<file path="src/rtl/ovp_irq_regs.sv">
module ovp_irq_regs #(
  parameter int           NPINS       = 6,
  parameter int           AW          = 8,
  parameter logic [7:0]   ID_VALUE    = 8'h09,
  parameter logic [5:0]   ADDR_PREFIX = 6'b100001
) (
  input  logic             clk,
  input  logic             rst_n,
  input  logic [NPINS-1:0] ovp_raw,
  input  logic [NPINS-1:0] sw_req,
  output logic [NPINS-1:0] sw_en,
  input  logic             addr_sel,
  output logic [6:0]       slave_addr,
  input  logic [AW-1:0]    reg_addr,
  input  logic             reg_wr,
  input  logic [7:0]       reg_wdata,
  input  logic             reg_rd,
  output logic [7:0]       reg_rdata,
  output logic             irq_n
);
  localparam logic [AW-1:0] A_ID   = AW'(0);
  localparam logic [AW-1:0] A_MASK = AW'(1);
  localparam logic [AW-1:0] A_FLAG = AW'(2);
  localparam logic [AW-1:0] A_STAT = AW'(3);
  localparam int            GBIT   = NPINS;

  logic [NPINS-1:0] meta_q, stat_q, flag_q, eff_mask;
  logic [NPINS:0]   mask_q;
  logic             rd_clr;

  assign rd_clr = reg_rd && (reg_addr == A_FLAG);

  always_ff @(posedge clk or negedge rst_n) begin
    if (!rst_n) begin
      meta_q <= '0;
      stat_q <= '0;
      flag_q <= '0;
      mask_q <= '0;
    end else begin
      meta_q <= ovp_raw;
      stat_q <= meta_q;
      flag_q <= (rd_clr ? '0 : flag_q) | stat_q;
      if (reg_wr && reg_addr == A_MASK) mask_q <= reg_wdata[NPINS:0];
    end
  end

  assign eff_mask   = mask_q[GBIT] ? '1 : mask_q[NPINS-1:0];
  assign irq_n      = ~|(flag_q & ~eff_mask);
  assign sw_en      = sw_req & ~stat_q;
  assign slave_addr = {ADDR_PREFIX, addr_sel};

  always_comb begin
    case (reg_addr)
      A_ID:    reg_rdata = ID_VALUE;
      A_MASK:  reg_rdata = 8'(mask_q);
      A_FLAG:  reg_rdata = 8'(flag_q);
      A_STAT:  reg_rdata = 8'(stat_q);
      default: reg_rdata = 8'h00;
    endcase
  end
endmodule

</file>
<file path="config.mk">
export PLATFORM = sky130hd
export DESIGN_NAME = ovp_irq_regs
export DESIGN_NICKNAME = d
export VERILOG_FILES = /design/src/rtl/ovp_irq_regs.sv
export SDC_FILE = /design/constraint.sdc
export NUM_CORES = 1
export LEC_CHECK = 0
export BUFFER_PORTS_ARGS = -buffer_cell sky130_fd_sc_hd__buf_2
export CAP_MARGIN = 0
export CORE_MARGIN = 5
export CORE_UTILIZATION = 44
export DETAILED_ROUTE_END_ITERATION = 7
export PLACE_DENSITY = 0.77
export SLEW_MARGIN = 15
export SYNTH_ARGS = -nofsm -noshare
export SYNTH_HDL_FRONTEND = slang
export SYNTH_SLANG_ARGS = --single-unit
</file>
<file path="constraint.sdc">
create_clock -name clk -period 1.52 [get_ports clk]
set_input_delay 0.304 -clock clk [delete_from_list [all_inputs] [get_ports clk]]
set_output_delay 0.304 -clock clk [all_outputs]
set_load 0.05 [all_outputs]
</file>
==> results by stage, run 1 <==
Pwr:
- The peak supply drop is 602 uV.
- Total power for the finished layout comes to about 1300 uW.
- In this run the power density over the cells is about 730 nW/um^2.
- The reported leakage power is 0.000891 uW.

Yosys:
- The share of the Yosys chip area taken by registers is 0.557.
- The xor-xnor portion of the synthesized cell area is 0.
- The simple-gate area share of the yosys netlist is 0.116.
- After synthesis, the share of cell area in mux cells is 0.128.
- Synthesis produced a netlist whose cell count is slightly above 90.
- The fraction of the mapped netlist area in adder cells is 0.
- The combinational family with the most area after synthesis is multiplexers.
- The Yosys warning count is 0.
- The post-synth design cell area is around 1100 sq um.
- The compound-gate portion of the synthesized area is 0.106.
- Yosys mapped the design onto 19 distinct sky130hd cell types.
- The mean post-synth cell area is 12.2 sq um.
- The count of state elements after synthesis is 25.

Die:
- The area enclosed by the die boundary is about 3700 sq um.
- The floorplan core area is between 2000 and 2500 sq um.
- During I/O placement, the number of pins put on the boundary was 55.
- The die extent in x is about 61 um.
- The initial cell density of the core is 0.457.
- The placement row count is 18.
- Measured along the y axis, the die boundary spans 60.5 um.

Route:
- The iteration count of the initial detailed-routing pass is 4.
- After detailed routing, the number of remaining DRC violations is 0.
- The number of vias per cell is approximately 5.
- The routed design has approximately 2.9 mm of wire.
- After detailed routing, the average wire length per cell comes to 15.3 um.
- The routed layout has ~940 vias.
- The iteration-0 DRC count of the detailed router is 28.
- The number of nets with antenna violations after detailed routing is 0.

Timing:
- Setup violations remaining at the end of the flow were counted as 8.
- The setup slack after layout is -0.188 ns.
- For this run, the top clock speed supported by timing is approximately 590 MHz.
- The number of max-slew violations in the final report is 0.
- The number of hold violations in the final report is 0.
- In this run the tightest slew margin relative to its limit is 0.633.
- In the finished design, the share of the clock period the worst path needs comes to 1.12.
- The clock tree skew after final layout is 0.000532 ns.
- Setup repair after global routing could not meet its margin everywhere.
- The post-layout minimum cycle time is ~1.7 ns.
- For the pin with the worst max-slew slack, the measured transition is approximately 0.55 ns.

Clock tree:
- The CTS buffer count is 3.
- The maximum clock insertion buffer count is 2.
- The clock root buffer master is clkbuf_4.
- In this run the number of H-tree levels came out at 1.
- The later-pin clock latency in the skew report is approximately 0.32 ns.
- The clock sink count is 25.
- The CTS tree is yes.
- The clock slew at the register clock pins of the worst setup and hold paths is 0.13 ns.

Critical path:
- The worst setup path is launched from a flop.
- Among all stages on the critical path, the largest delay is contributed by dfrtp_1.
- In this run the register-to-register setup slack is just under 0.5 ns.
- The critical path goes through mux2_4, a22oi_2, nor2_2, buf_6.
- Along the worst path, the maximum fanout reaches 3.
- The worst setup path is of the reg2out kind.
- The kind of capture point of the worst setup path is a primary output.
- The worst path required time is 1.22 ns.
- In this design, the stage delay of the slowest critical-path cell is roughly 0.43 ns.
- At the worst endpoint, the arrival time is between 1 and 1.5 ns.

Run status:
- The run finished, with violations left.
- The final reports fail on setup timing.

Place:
- The HPWL after detailed placement is between 1.5 and 2 mm.
- The congestion estimate from routability-driven global placement came to 0.753.
- The count of input and output buffers is 44.
- Before CTS, the worst setup slack after placement is -0.231 ns.

Hold path:
- The class of the tightest hold or removal check is in2reg.

Final layout:
- In the final design database the tool counted 191 nets.
- The synthesis-to-layout area growth is 54.6%.
- The layout cell share with drive strength beyond 1 is 0.643.
- The total of fill cells in the finished design is 194.
- The final antenna diode count is 0.

Global routing:
- After global routing the overflow that remains totals 0.
- Entering global routing, the biggest net connects 26 pins.
- For this run, the total global-route usage over all layers was measured as 0.156.
- The number of antenna violations at the first check in global routing is 0.
- The number of global-route vias before repair was 990.
- The wire length of the first global-routing pass is a little over 4 mm.

Flow run:
- Across the run, the number of max-cap violations was 0.
==> cell usage after synthesis (all sizes together) <==
cell type,number,area [sq um]
dfrtp,25,626
mux2,11,124
buf,10,70.1
inv,7,26.3
nor2b,7,43.8
a21o,6,45.0
nor2,6,22.5
a22oi,4,30.0
o22ai,3,18.8
a221oi,2,17.5
conb,2,7.51
mux2i,2,20.0
nand2,2,7.51
nand4,2,27.5
and2b,1,7.51
nor4,1,21.3
o31ai,1,7.51
==> state kept, by name (all words and copies together) (netlist names) <==
name,cells
mask_q,7
flag_q,6
meta_q,6
stat_q,6
==> per-layer routing <==
metal / GRT usage / part of all wire / up-vias
met1: 0.174 / 0.39 / 454
met4: 0.0743 / 0.022 / 0
li1: - / - / 428
met3: 0.0340 / 0.086 / 7
met5: 0 / 0 / -
met2: 0.281 / 0.51 / 48
==> kinds of logic (layout without fill, tap and decap cells) <==
group / after synthesis / in the layout
AO/OA/AOI/OAI: 16 / 16
flip-flops: 25 / 25
buffers and inverters: 17 / 77
multiplexers: 13 / 13
AND/OR/NAND/NOR: 19 / 19
other: 2 / 7
==> power breakdown <==
group / total [uW] / internal, uW / switching [uW]
Clock: 291 / 103 / 188
Sequential: 707 / 690 / 16.4
Combinational: 263 / 108 / 155
Total: 1260 / 901 / 359
==> final cells by class <==
cell class	instances	area, sq um	share of cell area
Sequential cell	25	626	0.360
Multi-Input combinational cell	55	557	0.321
Timing Repair Buffer	66	463	0.267
Tap cell	30	37.5	0.0216
Clock buffer	4	26.3	0.0151
Inverter	7	26.3	0.0151
==> path summary, 6_finish.rpt <==
| path | start | end | depth (start not counted) |
|---|---|---|---|
| hold / removal | ovp_raw[0] | meta_q[0]$_DFF_PN0_ | 1 |
| setup / recovery | mask_q[5]$_DFFE_PN0P_ | reg_rdata[5] | 4 |
| min in group asynchronous | rst_n | mask_q[5]$_DFFE_PN0P_ | 2 |
| setup reg to reg | mask_q[2]$_DFFE_PN0P_ | mask_q[2]$_DFFE_PN0P_ | 3 |
| hold reg to reg | meta_q[4]$_DFF_PN0_ | stat_q[4]$_DFF_PN0_ | 0 |
| max in group asynchronous | rst_n | mask_q[1]$_DFFE_PN0P_ | 2 |
==> worst max-delay path, delay by kind of cell, from the launching register on <==
| family | cells | cell delay (ns) |
|---|---|---|
| buffers and inverters | 1 | 0.15 |
| flip-flops | 1 | 0.43 |
| AND/OR/NAND/NOR | 1 | 0.06 |
| AO/OA/AOI/OAI | 1 | 0.16 |
| multiplexers | 1 | 0.28 |
==> per-stage QoR <==
step | hold WS (ns) | std cells | TNS, ns | util | instance area (sq um)
after global placement | 0.311 | 170 | -1.22 | 0.597 | 1470
after detailed placement | 0.323 | 170 | -1.50 | 0.597 | 1470
after CTS | 0.0767 | 179 | -1.06 | 0.663 | 1630
final | 0.0787 | 187 | -1.12 | 0.707 | 1740
after floorplan | 0.00841 | 97 | -0.896 | - | 1210
after global routing | 0.0612 | 187 | -1.64 | 0.707 | 1740
==> cell usage in the layout, fill, tap and decap left out, types with 4 or more instances in the layout <==
master and instances:
a21o_1 6, a22oi_2 4, buf_2 32, buf_4 22
buf_6 10, conb_1 7, dfrtp_1 25, inv_1 5
mux2_2 8, nor2_2 4, nor2b_1 6
==> timing repair <==
action / CTS / global route
hold buffers: 1 / 0
pin swaps: 3 / 10
setup buffers: 4 / 8
endpoints found under the hold margin: 25 / 0
endpoints found under the setup margin: 8 / 9
resized for setup: 26 / 13
Note: power is estimated with default switching activity, not from simulation.
==> run 2, diff against run 1 <==
--- a/config.mk
+++ b/config.mk
@@ -9,8 +9,10 @@
 export CAP_MARGIN = 0
 export CORE_MARGIN = 5
 export CORE_UTILIZATION = 44
+export CTS_CLUSTER_SIZE = 30
 export DETAILED_ROUTE_END_ITERATION = 7
 export PLACE_DENSITY = 0.77
+export SETUP_SLACK_MARGIN = 0.02
 export SLEW_MARGIN = 15
 export SYNTH_ARGS = -nofsm -noshare
 export SYNTH_HDL_FRONTEND = slang
==> results by stage, run 2 (same netlist as run 1, synthesis figures left out) <==
Clock tree:
- The number of clock buffers added by TritonCTS is 3.
- The CTS tree is yes.
- After clock tree synthesis, the clock-pin slew on the worst setup and hold paths is 0.13 ns.
- The clock sink count is 25.
- In this run the deepest clock path goes through 2 buffers.
- CTS built an H-tree with a depth of 1.
- The clock root buffer master is clkbuf_4.
- The later-pin clock latency in the skew report is 0.31 ns.

Pwr:
- Summed over all nets, the switching power comes to 355 uW.
- The share of total power dissipated in sequential elements is 0.562.
- The switching share of power is 0.282.
- The share of total power dissipated in the clock network is 0.224.
- The reported leakage power is 0.000882 uW.
- Dividing total power by cell area gives a power density of slightly above 700 nW/um^2.
- Cell internal power was estimated by the tool at about 900 uW.
- The power share of the combinational group is 0.214.
- VDD sags by at most 851 uV.

Route:
- The first TritonRoute pass finished after 3 iterations.
- The number of vias per cell is around 5.0.
- The routed wire length is around 2.9 mm.
- Dividing the detail-routed wire length by the instance count gives between 15 and 20 um.
- The iteration-0 DRC count of the detailed router is 11.
- For this run, design rule violations remaining after detail routing come to 0.
- The count of vias placed by the detailed router is between 900 and 1,000.
- Once detail routing completed, the nets flagged for antenna violations numbered 0.

Place:
- The final weighted congestion in routability-driven placement is 0.788.
- The area of placed instances is 1460 sq um.
- Detailed placement ended at an HPWL of between 1.5 and 2 mm.
- In this run the tool buffered the top-level ports with 44 buffer cells.

Timing:
- The number of hold violations in the final report is 0.
- The number of max-slew violations in the final report was 0.
- Based on the critical path, the design can be clocked at up to 592 MHz.
- The final clock period utilization by the worst path is 1.11.
- The actual slew at the worst max-slew pin is around 0.56 ns.
- Setup slack on the critical path of the routed design comes to -0.168 ns.
- Setup repair after global routing could not meet its margin everywhere.
- Between clock sinks in the finished design, the worst skew comes to roughly 0.0075 ns.
- Setup violations remaining at the end of the flow were counted as 8.
- The post-layout minimum cycle time is about 1.7 ns.
- In this run the tightest slew margin relative to its limit is 0.626.

Flow run:
- The tool flagged a number of max-cap violations equal to 0.

Global routing:
- The total grt overflow is 0.
- The overall fraction of global-route tracks in use is 0.161.
- Entering global routing, the biggest net connects 26 pins.
- The number of global-route vias before repair is 1,065.
- The number of antenna violations at the first check in global routing came to 0.
- The wire length of the first global-routing pass is about 4.4 mm.

Final layout:
- The post-route standard cell area excluding fillers is 1770 sq um.
- The most common cell after layout, fill and taps aside is buf_2.
- The repair_antennas step left the layout with diodes totalling 0.
- The number of nets in the finished design is 192.
- In the layout the commonest cells are buf_2, dfrtp_1, buf_4.
- At the end of the flow the core is filled with cells to 0.722.
- Of the cells placed in the final design, the portion with a size suffix greater than 1 is 0.677.
- The area growth from synthesis to layout is 57.9%.
- The register with the most flip-flops in the final layout is mask_q.
- The flip-flop count of the largest register after layout is 7.

Die:
- The die extent in x is a little over 60 um.
- The die is 60.5 um tall.
- The placement row count is 18.
- The floorplan core area is roughly 2500 sq um.
- For this configuration, the core starts out at a cell density of 0.457.
- The area enclosed by the die boundary is ~3700 sq um.
- For this design the top-level I/O count stands at 55.

Critical path:
- The worst register-to-register path begins at mask_q[5]$_DFFE_PN0P_.
- The critical path's slowest cell is dfrtp_1.
- The critical path goes through mux2_2, a22oi_2, nor2_2, buf_6.
- The arrival time of the worst setup path is between 1 and 1.5 ns.
- The worst setup path is captured at a primary output.
- The buffer and inverter count on the worst path is 1.
- The critical path is of the reg2out type.
- The worst path required time is roughly 1.2 ns.
- The largest fanout of any net on the critical path is 2.
- Setup slack on the worst reg-to-reg path comes out at roughly 0.61 ns.
- The startpoint of the most critical setup path is mask_q[5]$_DFFE_PN0P_.
- The largest single stage delay on the critical path is approximately 0.4 ns.
- In this run the critical register-to-register path is captured at mask_q[5]$_DFFE_PN0P_.
- For the worst flop-to-flop path, the logic depth is 2.
- The largest delay contributor family on the critical path is flip-flops.
- The worst setup path is launched from a flop.

Hold path:
- The startpoint of the worst hold path is ovp_raw[2].
- The path with the worst hold slack has its endpoint at meta_q[2]$_DFF_PN0_.
- The number of stages on the worst hold path is 1.
- The path class of the tightest hold or removal check is in2reg.

Run status:
- The checks that failed: setup timing.
- The flow ran to the end, but the final reports show violations.
-- run 2: what timing repair did --
action                                  4_1_cts  5_1_grt
buffers inserted                             12        3
pin swaps                                     3        4
endpoints found under the setup margin        8       12
hold endpoints to repair                     25        0
gates resized for setup                      33       12
hold buffers                                  1        0
gates cloned                                  0        0
-- run 2: cell type report --
class / count / area [sq um]
flip-flops and latches: 25 / 626
repair buffers: 67 / 499
inverters: 7 / 26.3
well taps: 30 / 37.5
clock buffers: 3 / 22.5
multi-input cells: 55 / 556
fillers: 162 / 683
clock inverters: 1 / 5.00
-- run 2: layer usage --
metal	wire length (um)	part of all wire	global-route usage	up-vias
li1	-	-	-	430
met1	1020	0.36	0.172	462
met2	1550	0.54	0.302	41
met3	269	0.094	0.0383	2
met4	13	0.0046	0.0650	0
met5	0	0	0	-
-- run 2: metrics by stage --
step | cells | power (uW) | TNS, ns | hold WS, ns | worst slack, ns
4_1_cts | 185 | 1260 | -1.01 | 0.0752 | -0.175
5_1_grt | 188 | 1310 | -1.49 | 0.0743 | -0.234
3_3_place_gp | 168 | 932 | -1.19 | 0.312 | -0.212
2_1_floorplan | 97 | 868 | -0.896 | 0.00841 | -0.152
6_report | 188 | 1260 | -0.992 | 0.0855 | -0.168
3_5_place_dp | 168 | 940 | -1.69 | 0.317 | -0.237
-- run 2: worst max-delay path by stage --
stage	slack, ns	to	cells after the start
3_3_place_gp	-0.21	reg_rdata[0]	5
3_5_place_dp	-0.24	reg_rdata[0]	5
4_1_cts	-0.18	reg_rdata[5]	4
6_report	-0.17	reg_rdata[5]	4
5_1_grt	-0.23	reg_rdata[5]	4
2_1_floorplan	-0.15	reg_rdata[0]	3
-- run 2: power by group through the flow --
stage	sequential [uW]	clock, uW	combinational, uW
3_5_place_dp	720	0	220
2_1_floorplan	714	0	155
3_3_place_gp	717	0	215
6_report	706	281	269
5_1_grt	709	318	287
4_1_cts	705	296	257
-- run 2: worst reg2reg max path: stages, from the launching register on --
cell and delay (ns):
dfrtp_1 0.41, buf_4 0.15, mux2_2 0.25
